==> src/rtl/ltmr_pkg.sv <==
package ltmr_pkg;

  // Register byte offsets on the 32-bit port
  localparam logic [11:0] OFS_ENTRY = 12'h320;
  localparam logic [11:0] OFS_START = 12'h380;
  localparam logic [11:0] OFS_LIVE  = 12'h390;
  localparam logic [11:0] OFS_DIV   = 12'h3E0;

  // Field placement in the entry word
  localparam int MASK_BIT = 16;
  localparam int MODE_LSB = 17;

  // Prescaler sizing: exponent 0..7 selects divisor 1..128
  localparam int EXP_W   = 3;
  localparam int PRESC_W = (1 << EXP_W) - 1;

  // Divide code bits that are stored (bit 2 is dropped)
  localparam logic [3:0] DIV_KEEP = 4'hB;

  typedef enum logic [1:0] {
    MODE_ONCE   = 2'b00,
    MODE_REPEAT = 2'b01,
    MODE_RSV_A  = 2'b10,
    MODE_RSV_B  = 2'b11
  } tmr_mode_e;

  // Code {b3,b1,b0} plus one, modulo eight, is the log2 of the divisor
  function automatic logic [EXP_W-1:0] div_exponent(input logic [3:0] code);
    logic [EXP_W-1:0] idx;
    idx = {code[3], code[1:0]};
    return idx + EXP_W'(1);
  endfunction

endpackage

==> src/rtl/ltmr_regs.sv <==
module ltmr_regs
  import ltmr_pkg::*;
#(
  parameter int DATA_W = 32,
  parameter int ADDR_W = 12,
  parameter int VEC_W  = 8
) (
  input  logic              clk,
  input  logic              rst_n,
  input  logic              bus_wr,
  input  logic [ADDR_W-1:0] bus_addr,
  input  logic [DATA_W-1:0] bus_wdata,
  input  logic [DATA_W-1:0] live_cnt,
  output logic [DATA_W-1:0] bus_rdata,
  output logic [VEC_W-1:0]  vector,
  output logic              mask,
  output logic              periodic,
  output logic [EXP_W-1:0]  div_exp,
  output logic [DATA_W-1:0] start_val,
  output logic              start_wr
);

  logic [VEC_W-1:0]  vec_q, vec_d;
  logic              mask_q, mask_d;
  tmr_mode_e         mode_q, mode_d;
  logic [3:0]        div_q, div_d;
  logic [DATA_W-1:0] start_q, start_d;
  logic              hit_entry, hit_div, hit_start;

  // Write decode and next-state
  always_comb begin
    hit_entry = bus_wr && (bus_addr == ADDR_W'(OFS_ENTRY));
    hit_div   = bus_wr && (bus_addr == ADDR_W'(OFS_DIV));
    hit_start = bus_wr && (bus_addr == ADDR_W'(OFS_START));
    vec_d     = bus_wdata[VEC_W-1:0];
    mask_d    = bus_wdata[MASK_BIT];
    mode_d    = tmr_mode_e'(bus_wdata[MODE_LSB +: 2]);
    div_d     = bus_wdata[3:0] & DIV_KEEP;
    start_d   = bus_wdata;
  end

  always_ff @(posedge clk or negedge rst_n) begin
    if (!rst_n) begin
      vec_q   <= '0;
      mask_q  <= 1'b1;
      mode_q  <= MODE_ONCE;
      div_q   <= '0;
      start_q <= '0;
    end else begin
      if (hit_entry) begin
        vec_q  <= vec_d;
        mask_q <= mask_d;
        mode_q <= mode_d;
      end
      if (hit_div)   div_q   <= div_d;
      if (hit_start) start_q <= start_d;
    end
  end

  // Read mux
  always_comb begin
    bus_rdata = '0;
    case (bus_addr)
      ADDR_W'(OFS_ENTRY): begin
        bus_rdata[VEC_W-1:0]      = vec_q;
        bus_rdata[MASK_BIT]       = mask_q;
        bus_rdata[MODE_LSB +: 2]  = mode_q;
      end
      ADDR_W'(OFS_DIV):   bus_rdata[3:0] = div_q;
      ADDR_W'(OFS_START): bus_rdata      = start_q;
      ADDR_W'(OFS_LIVE):  bus_rdata      = live_cnt;
      default:            bus_rdata      = '0;
    endcase
  end

  assign vector    = vec_q;
  assign mask      = mask_q;
  assign periodic  = (mode_q == MODE_REPEAT);
  assign div_exp   = div_exponent(div_q);
  assign start_val = start_q;
  assign start_wr  = hit_start;

endmodule

==> src/rtl/ltmr_prescaler.sv <==
module ltmr_prescaler
  import ltmr_pkg::*;
#(
  parameter int PW = PRESC_W,
  parameter int EW = EXP_W
) (
  input  logic          clk,
  input  logic          rst_n,
  input  logic          run,
  input  logic          restart,
  input  logic [EW-1:0] exp_sel,
  output logic          tick,
  output logic [EW-1:0] exp_act
);

  logic [PW-1:0] cnt_q, cnt_d;
  logic [EW-1:0] exp_q, exp_d;
  logic [PW:0]   span;
  logic [PW-1:0] limit;

  always_comb begin
    span  = (PW+1)'(1) << exp_q;
    limit = PW'(span - (PW+1)'(1));
    tick  = run && (cnt_q == limit);
    cnt_d = cnt_q;
    exp_d = exp_q;
    if (restart) begin
      cnt_d = '0;
      exp_d = exp_sel;
    end else if (tick) begin
      cnt_d = '0;
      exp_d = exp_sel;
    end else if (run) begin
      cnt_d = cnt_q + PW'(1);
    end
  end

  always_ff @(posedge clk or negedge rst_n) begin
    if (!rst_n) begin
      cnt_q <= '0;
      exp_q <= '0;
    end else begin
      cnt_q <= cnt_d;
      exp_q <= exp_d;
    end
  end

  assign exp_act = exp_q;

endmodule

==> src/rtl/ltmr_counter.sv <==
module ltmr_counter #(
  parameter int DATA_W = 32,
  parameter int VEC_W  = 8
) (
  input  logic              clk,
  input  logic              rst_n,
  input  logic              load,
  input  logic [DATA_W-1:0] load_val,
  input  logic [DATA_W-1:0] reload_val,
  input  logic              tick,
  input  logic              periodic,
  input  logic              mask,
  input  logic [VEC_W-1:0]  vector,
  output logic [DATA_W-1:0] live_cnt,
  output logic              running,
  output logic              irq_pulse,
  output logic [VEC_W-1:0]  irq_vector
);

  logic [DATA_W-1:0] cnt_q, cnt_d;
  logic              irq_q, irq_d;
  logic [VEC_W-1:0]  vec_q, vec_d;

  always_comb begin
    cnt_d = cnt_q;
    irq_d = 1'b0;
    vec_d = '0;
    if (load) begin
      cnt_d = load_val;
    end else if (tick && (cnt_q != '0)) begin
      if (cnt_q == DATA_W'(1)) begin
        cnt_d = periodic ? reload_val : '0;
        irq_d = !mask;
        vec_d = mask ? '0 : vector;
      end else begin
        cnt_d = cnt_q - DATA_W'(1);
      end
    end
  end

  always_ff @(posedge clk or negedge rst_n) begin
    if (!rst_n) begin
      cnt_q <= '0;
      irq_q <= 1'b0;
      vec_q <= '0;
    end else begin
      cnt_q <= cnt_d;
      irq_q <= irq_d;
      vec_q <= vec_d;
    end
  end

  assign live_cnt   = cnt_q;
  assign running    = (cnt_q != '0);
  assign irq_pulse  = irq_q;
  assign irq_vector = vec_q;

endmodule

==> src/rtl/core_countdown_timer.sv <==
module core_countdown_timer
  import ltmr_pkg::*;
#(
  parameter int DATA_W = 32,
  parameter int ADDR_W = 12,
  parameter int VEC_W  = 8
) (
  input  logic              clk,
  input  logic              rst_n,
  input  logic              bus_wr,
  input  logic [ADDR_W-1:0] bus_addr,
  input  logic [DATA_W-1:0] bus_wdata,
  output logic [DATA_W-1:0] bus_rdata,
  output logic              irq_pulse,
  output logic [VEC_W-1:0]  irq_vector
);

  logic [1:0]        rst_sync_q;
  logic              rst_sync_n;
  logic [VEC_W-1:0]  vector;
  logic              mask;
  logic              periodic;
  logic [EXP_W-1:0]  div_exp_sel;
  logic [EXP_W-1:0]  div_exp_act;
  logic [DATA_W-1:0] start_val;
  logic              init_wr;
  logic [DATA_W-1:0] cur_cnt;
  logic              running;
  logic              tick;

  // Asynchronous assert, synchronous release
  always_ff @(posedge clk or negedge rst_n) begin
    if (!rst_n) rst_sync_q <= 2'b00;
    else        rst_sync_q <= {rst_sync_q[0], 1'b1};
  end
  assign rst_sync_n = rst_sync_q[1];

  ltmr_regs #(.DATA_W(DATA_W), .ADDR_W(ADDR_W), .VEC_W(VEC_W)) i_regs (
    .clk       (clk),
    .rst_n     (rst_sync_n),
    .bus_wr    (bus_wr),
    .bus_addr  (bus_addr),
    .bus_wdata (bus_wdata),
    .live_cnt  (cur_cnt),
    .bus_rdata (bus_rdata),
    .vector    (vector),
    .mask      (mask),
    .periodic  (periodic),
    .div_exp   (div_exp_sel),
    .start_val (start_val),
    .start_wr  (init_wr)
  );

  ltmr_prescaler #(.PW(PRESC_W), .EW(EXP_W)) i_presc (
    .clk     (clk),
    .rst_n   (rst_sync_n),
    .run     (running),
    .restart (init_wr),
    .exp_sel (div_exp_sel),
    .tick    (tick),
    .exp_act (div_exp_act)
  );

  ltmr_counter #(.DATA_W(DATA_W), .VEC_W(VEC_W)) i_count (
    .clk        (clk),
    .rst_n      (rst_sync_n),
    .load       (init_wr),
    .load_val   (bus_wdata),
    .reload_val (start_val),
    .tick       (tick),
    .periodic   (periodic),
    .mask       (mask),
    .vector     (vector),
    .live_cnt   (cur_cnt),
    .running    (running),
    .irq_pulse  (irq_pulse),
    .irq_vector (irq_vector)
  );

endmodule

==> config.mk <==
export PLATFORM = sky130hd
export DESIGN_NAME = core_countdown_timer
export DESIGN_NICKNAME = d
export VERILOG_FILES = /design/src/rtl/ltmr_pkg.sv /design/src/rtl/ltmr_regs.sv /design/src/rtl/ltmr_prescaler.sv /design/src/rtl/ltmr_counter.sv /design/src/rtl/core_countdown_timer.sv
export SDC_FILE = /design/constraint.sdc
export NUM_CORES = 1
export LEC_CHECK = 0
export ABC_AREA = 1
export BUFFER_PORTS_ARGS = -buffer_cell sky130_fd_sc_hd__buf_2
export CAP_MARGIN = 20
export CORE_ASPECT_RATIO = 1.1
export CORE_UTILIZATION = 30
export DETAILED_ROUTE_END_ITERATION = 6
export PLACE_DENSITY = 0.54
export SETUP_SLACK_MARGIN = 0.02
export SYNTH_ARGS = -nofsm -noshare
export SYNTH_HDL_FRONTEND = slang
export SYNTH_SLANG_ARGS = --single-unit
==> constraint.sdc <==
create_clock -name clk -period 6.2 [get_ports clk]
set_input_delay 0 -clock clk [delete_from_list [all_inputs] [get_ports clk]]
set_output_delay 0 -clock clk [all_outputs]
set_load 0.01 [all_outputs]
==> results of run 1 <==
[report_power, final]
part,switching [mW],internal (mW)
combinational,0.761,0.386
sequential,0.151,0.754
clock,0.290,0.286
[Yosys cell counts]
master and count:
nand2_1 323, inv_1 100, dfrtp_1 98, nand3_1 75
nor2_1 72, o21ai_0 48, nor2_2 26, nand2_2 20
nand4_1 15, o22ai_1 14, xor2_1 12, o21ai_1 11
a21oi_1 9, clkbuf_1 9, buf_6 7, nor3_1 7
o221ai_1 7, buf_2 6, buf_4 5, inv_2 5
ha_1 4, nor2_4 4, nand3_4 3, clkinv_1 2
o21ai_2 2, xnor2_1 2, and2_1 1, buf_12 1
buf_8 1, clkinv_2 1, conb_1 1, dfstp_2 1
inv_8 1, nand2_4 1, nand2_8 1, nand3_2 1
nor2_8 1, nor3_2 1, nor4_1 1, o2111ai_1 1
o211ai_1 1, or2_2 1
[sequential cells by signal (all words and copies together), names as in the netlist, 2 cells and up]
signal / cells
i_count.live_cnt: 32
i_regs.start_val: 32
i_count.irq_vector: 8
i_regs.vector: 8
i_presc.cnt_q: 7
i_presc.exp_act: 3
i_regs.div_q: 3
i_regs.mode_q: 2
rst_sync_q: 2
[worst reg2reg max path, delay by kind of cell, from the launching register on]
family | cells | cell delay, ns
DFF | 1 | 0.41
buffers and inverters | 4 | 0.57
and+or+nand+nor | 8 | 1.02
adders and majority gates | 1 | 0.23
[final cells by class]
class	count	area, um^2	area share (%)
multi-input cells	665	3160	42.2
repair buffers	126	816	10.9
well taps	256	320	4.28
inverters	109	418	5.58
clock inverters	7	67.6	0.902
flip-flops and latches	99	2480	33.1
clock buffers	9	225	3.01
[metal layers]
layer | up-vias | global-route usage, % | share of wire (%)
met5 | - | 0 | 0
met4 | 0 | 5.60 | 1.7
met3 | 21 | 3.05 | 3.4
met2 | 112 | 30.8 | 48
met1 | 2783 | 24.3 | 47
li1 | 3072 | - | -
[cell families (layout without fill, tap and decap cells)]
family	after synthesis	in the layout	synth area share, %
flip-flops	99	99	39.5
XOR/XNOR	14	14	1.95
buffers and inverters	138	251	10.1
other	1	1	0.0598
AO/OA/AOI/OAI	93	93	8.34
AND/OR/NAND/NOR	553	553	39.3
adder cells (fa/ha/maj)	4	4	0.798
[repair_timing]
item	4_1_cts	5_1_grt
hold buffers	35	0
setup buffers	0	0
endpoints found under the hold margin	66	0
[worst max-delay path by stage]
stage	start	end	slack, ns	cells past startpoint
3_5_place_dp	bus_addr[11]	i_count.live_cnt[28]	3.72	12
3_3_place_gp	bus_addr[11]	i_count.live_cnt[28]	3.76	12
4_1_cts	i_count.live_cnt[0]	i_count.live_cnt[26]	3.83	13
2_1_floorplan	rst_sync_q[1]	i_count.irq_pulse	3.24	0
6_report	i_count.live_cnt[0]	i_count.live_cnt[26]	3.86	13
5_1_grt	bus_addr[11]	bus_rdata[19]	3.64	9
[stage by stage]
step	worst slack [ns]	util [%]	power, mW
after floorplan	3.24	-	1.80
after global placement	3.76	33.4	2.04
after detailed placement	3.72	33.4	2.05
after CTS	3.83	36.5	2.65
after global routing	3.64	36.5	2.84
final	3.86	36.5	2.63
==> flow_metrics.env, run 1 <==
export IMPL_synth_cell_area_mm2=0.00627
export IMPL_layoutNonFillerInstCount=1271
export IMPL_final_common_cell="nand2_1"
export IMPL_seq_area_frac_synth_pct=39.5
export IMPL_cts_buffer_depth=2
export IMPL_numCtsBuffers=9
export IMPL_syn_to_final_growth_pct=19.4
export IMPL_yosys_warnings=0
export IMPL_cp_slowest_cell="dfrtp_1"
export IMPL_timing_rr_end="i_count.live_cnt[26]"
export IMPL_critPathMaxFanout=43
export IMPL_coreArea_mm2=0.0205
export IMPL_rrSetupSlack_ns=3.86
export IMPL_die_y_um=154
export IMPL_grt_max_degree=73
export IMPL_diodes=0
export IMPL_drc_errors=0
export IMPL_min_path_type="in -> reg"
export IMPL_rr_startpoint="i_count.live_cnt[0]"
export IMPL_fin_setup_tns_ns=0
export IMPL_crit_path_max_incr_delay_ns=0.41
export IMPL_tightest_slew_ns=1.01
export IMPL_min_path_cells=3
export IMPL_fin_nets=1061
export IMPL_drt_total_wl_mm=19.0
export IMPL_setup_viol=0
export IMPL_hold_slack_ns=0.0574
export IMPL_routedWlPerCell_um=15.0
export IMPL_final_max_slew_viol_count=0
export IMPL_cp_top_family="simple AND/OR/NAND/NOR gates"
export IMPL_start_kind="flop"
export IMPL_antenna_found_initial=0
export IMPL_initial_core_util_pct=30.6
export IMPL_fmax_mhz=428
export IMPL_worst_path_buf_inv=4
export IMPL_clock_latency_ns=0.37
export IMPL_clock_sinks=99
export IMPL_synthesis_nets=953
export IMPL_fin_crit_sh_pct=37.7
export IMPL_synth_top_area_share_pct=39.1
export IMPL_yosys_cell_types_count=42
export IMPL_syn_inst=902
export IMPL_grt_pass1_wl_mm=30.7
export IMPL_max_slew_margin_pct=32.6
export IMPL_rsz0062_at_grt="no"
export IMPL_ys_seq_elements=99
export IMPL_firstDrtPassIters=5
export IMPL_post_dp_cell_area_mm2=0.00685
export IMPL_worstSetupPathType="reg -> reg"
export IMPL_outcome="finished, final reports clean"
export IMPL_globalplace_congestion=0.843
export IMPL_hpwl_mm=13.6
export IMPL_cp_arrival_ns=2.60
export IMPL_syn_mean_instance_area_um2=6.96
export IMPL_synth_area_top_cells="dfrtp_1 (39%), nand2_1 (19%), inv_1 (6.0%), nand3_1 (6.0%), nor2_1 (4.3%)"
export IMPL_drive_gt1_share_pct=17.4
export IMPL_powerDensity_mw_per_mm2=351
export IMPL_final_cell_mix="nand2_1 (323), inv_1 (100), dfrtp_1 (97)"
export IMPL_p_leak_nw=4.03
export IMPL_finalHoldViolCount=0
export IMPL_place_inst=1220
export IMPL_worst_hold_path_endpoint="i_regs.div_q[1]"
export IMPL_ios=88
export IMPL_avgViaCountPerCell=4.71
export IMPL_grt_ovfl_total=0
export IMPL_die_w_um=140
export IMPL_path_cells="inv_1 -> ha_1 -> nand2_2 -> inv_2 -> nand2_2 -> nor2_2 -> nand2_2 -> nand3_4 -> nand2_8 -> inv_8 -> nand2_1 -> nand2_1 -> inv_1"
export IMPL_clockRootBuffer="clkbuf_16"
export IMPL_cts_resized=0
export IMPL_fill_cells=2229
export IMPL_path_clk_slew_ns=0.08
export IMPL_grt_total_usage_pct=18.4
export IMPL_cp_required_ns=6.47
export IMPL_fin_crit_ns=2.34
export IMPL_via_count=5988
export IMPL_endpoint_kind="flop"
export IMPL_rows=55
export IMPL_port_buffers=87
export IMPL_grt_pass1_vias=5760
export IMPL_finalClockSkew_ns=0.0108
export IMPL_htree_levels=3
export IMPL_drt_iter0_markers=364
export IMPL_r2r_cells=13
export IMPL_final_area_mm2=0.00749
export IMPL_synth_top_area_cell="dfrtp_1"
export IMPL_vdd_drop_max_v=0.000158
export IMPL_fp_dieArea_mm2=0.0215
export IMPL_cap_violations=0
export IMPL_antenna_left=0
export IMPL_cp_common_cell="nand2_2"
export IMPL_min_from="bus_wr"
export IMPL_cts_tree="done"
No activity file was read; power rests on OpenSTA's default activity.
==> run 2, diff against run 1 <==
==> constraint.sdc (replaced) <==
create_clock -name clk -period 2.26 [get_ports clk]
set_input_delay 0 -clock clk [delete_from_list [all_inputs] [get_ports clk]]
set_output_delay 0 -clock clk [all_outputs]
set_load 0.01 [all_outputs]
==> run 2 against run 1 <==
Against the previous run: via count is 1.9% higher; sequential power increased to 2.7 times the previous value; setup slack got worse by 3.7 ns; cell area up 3.4%; first-iteration DRC count decreased by 12%; worst hold slack better by 0.16 ns; critical path type unchanged; largest power group unchanged; clock power increased to 2.9 times the previous value; die area unchanged; total power grew to 2.9 times the previous value; wire length up 5.3%; clock-buffer cell count rose by 1.
==> flow_metrics.env, run 2 (synthesis gave the netlist of run 1 again) <==
export IMPL_diodes=0
export IMPL_ios=88
export IMPL_finalHoldViolCount=0
export IMPL_min_path_type="in -> reg"
export IMPL_finalClockSkew_ns=0.0114
export IMPL_vdd_drop_max_v=0.000433
export IMPL_max_slew_margin_pct=54.5
export IMPL_drt_iter0_markers=322
export IMPL_firstDrtPassIters=5
export IMPL_via_count=6103
export IMPL_grt_pass1_vias=6095
export IMPL_cp_arrival_ns=2.36
export IMPL_coreArea_mm2=0.0205
export IMPL_cts_buffer_depth=2
export IMPL_rsz0062_at_grt="no"
export IMPL_numCtsBuffers=9
export IMPL_clockRootBuffer="clkbuf_16"
export IMPL_powerDensity_mw_per_mm2=973
export IMPL_hpwl_mm=14.8
export IMPL_endpoint_kind="flop"
export IMPL_met1_length_mm=9.32
export IMPL_routed_wl_met3_um=825
export IMPL_rows=55
export IMPL_port_buffers=87
export IMPL_met2_length_mm=9.49
export IMPL_htree_levels=3
export IMPL_initial_core_util_pct=30.6
export IMPL_die_w_um=140
export IMPL_outcome="finished, final reports clean"
export IMPL_grt_pass1_wl_mm=33.0
export IMPL_cts_tree="done"
export IMPL_clock_sinks=99
export IMPL_fin_crit_sh_pct=93.1
export IMPL_grt_total_usage_pct=19.7
export IMPL_die_y_um=154
export IMPL_cp_required_ns=2.51
export IMPL_tightest_slew_ns=0.680
export IMPL_grt_max_degree=38
export IMPL_hold_slack_ns=0.214
export IMPL_globalplace_congestion=0.918
export IMPL_critPathMaxFanout=26
export IMPL_fin_nets=1087
export IMPL_fin_crit_ns=2.11
export IMPL_final_common_cell="nand2_1"
export IMPL_avgViaCountPerCell=4.71
export IMPL_final_cell_mix="nand2_1 (323), inv_1 (100), dfrtp_1 (97)"
export IMPL_worstSetupPathType="reg -> reg"
export IMPL_setup_viol=0
export IMPL_antenna_found_initial=0
export IMPL_syn_to_final_growth_pct=23.4
export IMPL_path_clk_slew_ns=0.08
export IMPL_highest_layer="met4"
export IMPL_p_leak_nw=4.18
export IMPL_antenna_left=0
export IMPL_final_max_slew_viol_count=0
export IMPL_grt_ovfl_total=0
export IMPL_fin_setup_tns_ns=0
export IMPL_post_cts_setup_buffers=0
export IMPL_fmax_mhz=475
export IMPL_start_kind="flop"
export IMPL_cap_violations=0
export IMPL_clock_latency_ns=0.36
export IMPL_drive_gt1_share_pct=19.5
export IMPL_drt_total_wl_mm=20.0
export IMPL_drc_errors=0
export IMPL_fp_dieArea_mm2=0.0215
export IMPL_routedWlPerCell_um=15.4
export IMPL_post_route_util_pct=37.8
## run 2: layer usage
| metal | GRT usage [%] | up-vias |
|---|---|---|
| met1 | 26.2 | 2824 |
| met4 | 6.70 | 0 |
| met3 | 2.83 | 25 |
| met2 | 32.9 | 137 |
| li1 | - | 3117 |
| met5 | 0 | - |
## run 2: layout make-up
cell class	instances	area (um^2)
Sequential cell	99	2480
Tap cell	256	320
Multi-Input combinational cell	665	3170
Clock inverter	6	76.3
Inverter	109	418
Clock buffer	10	239
Fill cell	2201	12800
Timing Repair Buffer	152	1040
## run 2: repair_timing
action | 4_1_cts | 5_1_grt
hold endpoints to repair | 62 | 0
endpoints found under the setup margin | 0 | 10
resized for setup | 0 | 2
hold buffers | 35 | 0
## run 2: per-stage QoR
step / setup slack [ns] / cell area, um^2 / power, mW / std cells
finish: 0.155 / 7740 / 7.53 / 1297
global route: 0.0229 / 7740 / 8.14 / 1297
CTS: 0.146 / 7730 / 7.56 / 1297
detailed placement: 0.175 / 7070 / 5.80 / 1246
global placement: 0.158 / 7070 / 5.79 / 1246
floorplan: 0.557 / 6270 / 4.94 / 902
## run 2: path summary, 6_finish.rpt
path	to	from	cells past startpoint	slack, ns
min reg2reg	i_regs.start_val[28]	rst_sync_q[1]	0	0.31
min in group asynchronous	i_regs.start_val[28]	rst_sync_q[1]	0	0.31
max reg2reg	i_count.live_cnt[26]	i_count.live_cnt[0]	13	0.15
min	i_regs.start_val[11]	bus_addr[5]	5	0.21
max in group asynchronous	i_regs.mask	rst_sync_q[1]	1	1.31
max	i_count.live_cnt[26]	i_count.live_cnt[0]	13	0.15
## run 2: power breakdown
| part | leakage (nW) | switching [mW] | internal [mW] |
|---|---|---|---|
| Clock | 0.156 | 0.775 | 0.915 |
| Combinational | 2.80 | 2.22 | 1.17 |
| Sequential | 1.22 | 0.377 | 2.07 |
| Total | 4.18 | 3.37 | 4.16 |
## run 2: worst max-delay path: stages, from the launching register on
cell and delay, ns:
dfrtp_1 0.40, inv_1 0.15, ha_1 0.23, nand2_2 0.11, inv_2 0.10, nand2_2 0.08, nor2_2 0.14, nand2_2 0.08
nand3_4 0.16, nand2_8 0.14, inv_8 0.22, nand2_1 0.07, nand2_1 0.07, inv_1 0.03
==> run 3, diff against run 2 <==
--- a/config.mk
+++ b/config.mk
@@ -9,9 +9,10 @@
 export BUFFER_PORTS_ARGS = -buffer_cell sky130_fd_sc_hd__buf_2
 export CAP_MARGIN = 20
 export CORE_ASPECT_RATIO = 1.1
-export CORE_UTILIZATION = 30
+export CORE_MARGIN = 2
+export CORE_UTILIZATION = 40
 export DETAILED_ROUTE_END_ITERATION = 6
-export PLACE_DENSITY = 0.54
+export PLACE_DENSITY = 0.66
 export SETUP_SLACK_MARGIN = 0.02
 export SYNTH_ARGS = -nofsm -noshare
 export SYNTH_HDL_FRONTEND = slang
==> run 3 against run 2 <==
Against the previous run: core utilization is 11 points higher; global-route usage is 4.0 points higher; worst hold slack lost 0.014 ns; register-to-register slack better by 0.04 ns; clock power shrank 8%; clock-buffer cell count fell by 1; via count increased by 1.1%; sequential share of layout area grew 0.63 points; critical endpoint is now i_count.live_cnt[23]; highest routed layer unchanged.
==> flow_metrics.env, run 3 (synthesis gave the netlist of run 1 again) <==
export IMPL_tightest_slew_ns=0.701
export IMPL_drive_gt1_share_pct=19.1
export IMPL_ios=88
export IMPL_setup_viol=0
export IMPL_rows=48
export IMPL_powerDensity_mw_per_mm2=964
export IMPL_antenna_found_initial=0
export IMPL_final_cell_mix="nand2_1 (323), inv_1 (99), dfrtp_1 (97)"
export IMPL_cts_buffer_depth=2
export IMPL_path_clk_slew_ns=0.08
export IMPL_grt_max_degree=98
export IMPL_routedWlPerCell_um=15.1
export IMPL_min_path_type="in -> reg"
export IMPL_fin_setup_tns_ns=0
export IMPL_cp_required_ns=2.56
export IMPL_die_w_um=123
export IMPL_clock_latency_ns=0.37
export IMPL_max_slew_margin_pct=53.1
export IMPL_antenna_left=0
export IMPL_grt_total_usage_pct=23.8
export IMPL_finalClockSkew_ns=0.00996
export IMPL_diodes=0
export IMPL_p_sw_mw=3.34
export IMPL_outcome="finished, final reports clean"
export IMPL_vdd_drop_max_v=0.000454
export IMPL_cp_arrival_ns=2.36
export IMPL_globalplace_congestion=0.916
export IMPL_critPathMaxFanout=22
export IMPL_clock_sinks=99
export IMPL_p_int_mw=3.98
export IMPL_fmax_mhz=485
export IMPL_worstSetupPathType="reg -> reg"
export IMPL_port_buffers=87
export IMPL_initial_core_util_pct=40.5
export IMPL_grt_pass1_wl_mm=30.6
export IMPL_cts_tree="done"
export IMPL_grt_pass1_vias=6058
export IMPL_hpwl_mm=13.3
export IMPL_final_common_cell="nand2_1"
export IMPL_endpoint_kind="flop"
export IMPL_fp_dieArea_mm2=0.0167
export IMPL_p_clk_share_pct=21.2
export IMPL_numCtsBuffers=9
export IMPL_p_comb_share_pct=45.1
export IMPL_p_seq_share_pct=33.7
export IMPL_drc_errors=0
export IMPL_fin_crit_ns=2.06
export IMPL_fill_cells=1596
export IMPL_firstDrtPassIters=7
export IMPL_grt_ovfl_total=0
export IMPL_die_y_um=135
export IMPL_switching_share_pct=45.6
export IMPL_cap_violations=0
export IMPL_post_cts_setup_buffers=0
export IMPL_rsz0062_at_grt="no"
export IMPL_fin_nets=1081
export IMPL_final_max_slew_viol_count=0
export IMPL_syn_to_final_growth_pct=21.0
export IMPL_p_leak_nw=4.12
export IMPL_finalHoldViolCount=0
export IMPL_coreArea_mm2=0.0155
export IMPL_via_count=6171
export IMPL_start_kind="flop"
export IMPL_hold_slack_ns=0.200
export IMPL_clockRootBuffer="clkbuf_16"
export IMPL_drt_iter0_markers=433
export IMPL_avgViaCountPerCell=5.00
export IMPL_rrSetupSlack_ns=0.20
export IMPL_fin_crit_sh_pct=91.3
export IMPL_htree_levels=3
export IMPL_drt_total_wl_mm=18.7
-- run 3: power groups by stage --
stage                     logic (mW)  registers, mW  clock network (mW)
after global placement          3.20           2.47                   0
after CTS                       3.28           2.45                1.57
final                           3.30           2.47                1.55
after floorplan                 2.54           2.41                   0
after detailed placement        3.22           2.48                   0
after global routing            3.77           2.51                1.62
-- run 3: through the flow --
step                      std cells  setup WS, ns  util (%)  cell area, um^2  total power, mW
after floorplan                 902         0.557         -             6270             4.94
after global placement         1184        0.0929      44.8             6940             5.67
after detailed placement       1184        0.0875      44.8             6940             5.70
after CTS                      1235        0.0492      48.9             7570             7.30
after global routing           1235        0.0553      49.0             7590             7.90
final                          1235         0.197      49.0             7590             7.32
-- run 3: layer usage --
layer | routed length, um | vias to the layer above | global-route usage (%) | part of all wire (%)
met5 | 0 | - | 0 | 0
met4 | 558 | 0 | 10.0 | 3.0
met3 | 891 | 32 | 3.58 | 4.8
met2 | 8880 | 171 | 38.7 | 48
met1 | 8320 | 2862 | 31.4 | 45
li1 | - | 3106 | - | -
-- run 3: layout make-up --
class / count / area [um^2] / area share (%)
multi-input combinational: 665 / 3170 / 41.8
sequential: 99 / 2480 / 32.7
timing repair buffer: 146 / 982 / 12.9
inverter: 109 / 423 / 5.57
tap: 200 / 250 / 3.30
clock buffer: 9 / 225 / 2.97
clock inverter: 7 / 57.6 / 0.758
-- run 3: path summary, 6_finish.rpt --
check                                             to  cells past startpoint                start
worst min register to register         rst_sync_q[1]                      0        rst_sync_q[0]
max in group asynchronous       i_count.live_cnt[19]                      1        rst_sync_q[1]
worst max register to register  i_count.live_cnt[23]                     13  i_count.live_cnt[0]
worst max-delay path            i_count.live_cnt[23]                     13  i_count.live_cnt[0]
min in group asynchronous       i_regs.start_val[29]                      1        rst_sync_q[1]
worst min-delay path            i_regs.start_val[17]                      5          bus_addr[5]
-- run 3: worst max-delay path: stages, from the launching register on --
cell and delay [ns]:
dfrtp_1 0.42, inv_2 0.12, ha_1 0.22, nand2_2 0.11, inv_2 0.09, nand2_2 0.09
nor2_4 0.14, nand2_2 0.08, nand3_4 0.16, nand2_8 0.13, buf_6 0.22, o21ai_1 0.09
nand2_1 0.07, nand2_1 0.06
-- run 3: timing repair --
item,CTS,global route
gates resized for setup,0,5
endpoints found under the setup margin,0,30
endpoints found under the hold margin,66,0
hold buffers,35,0
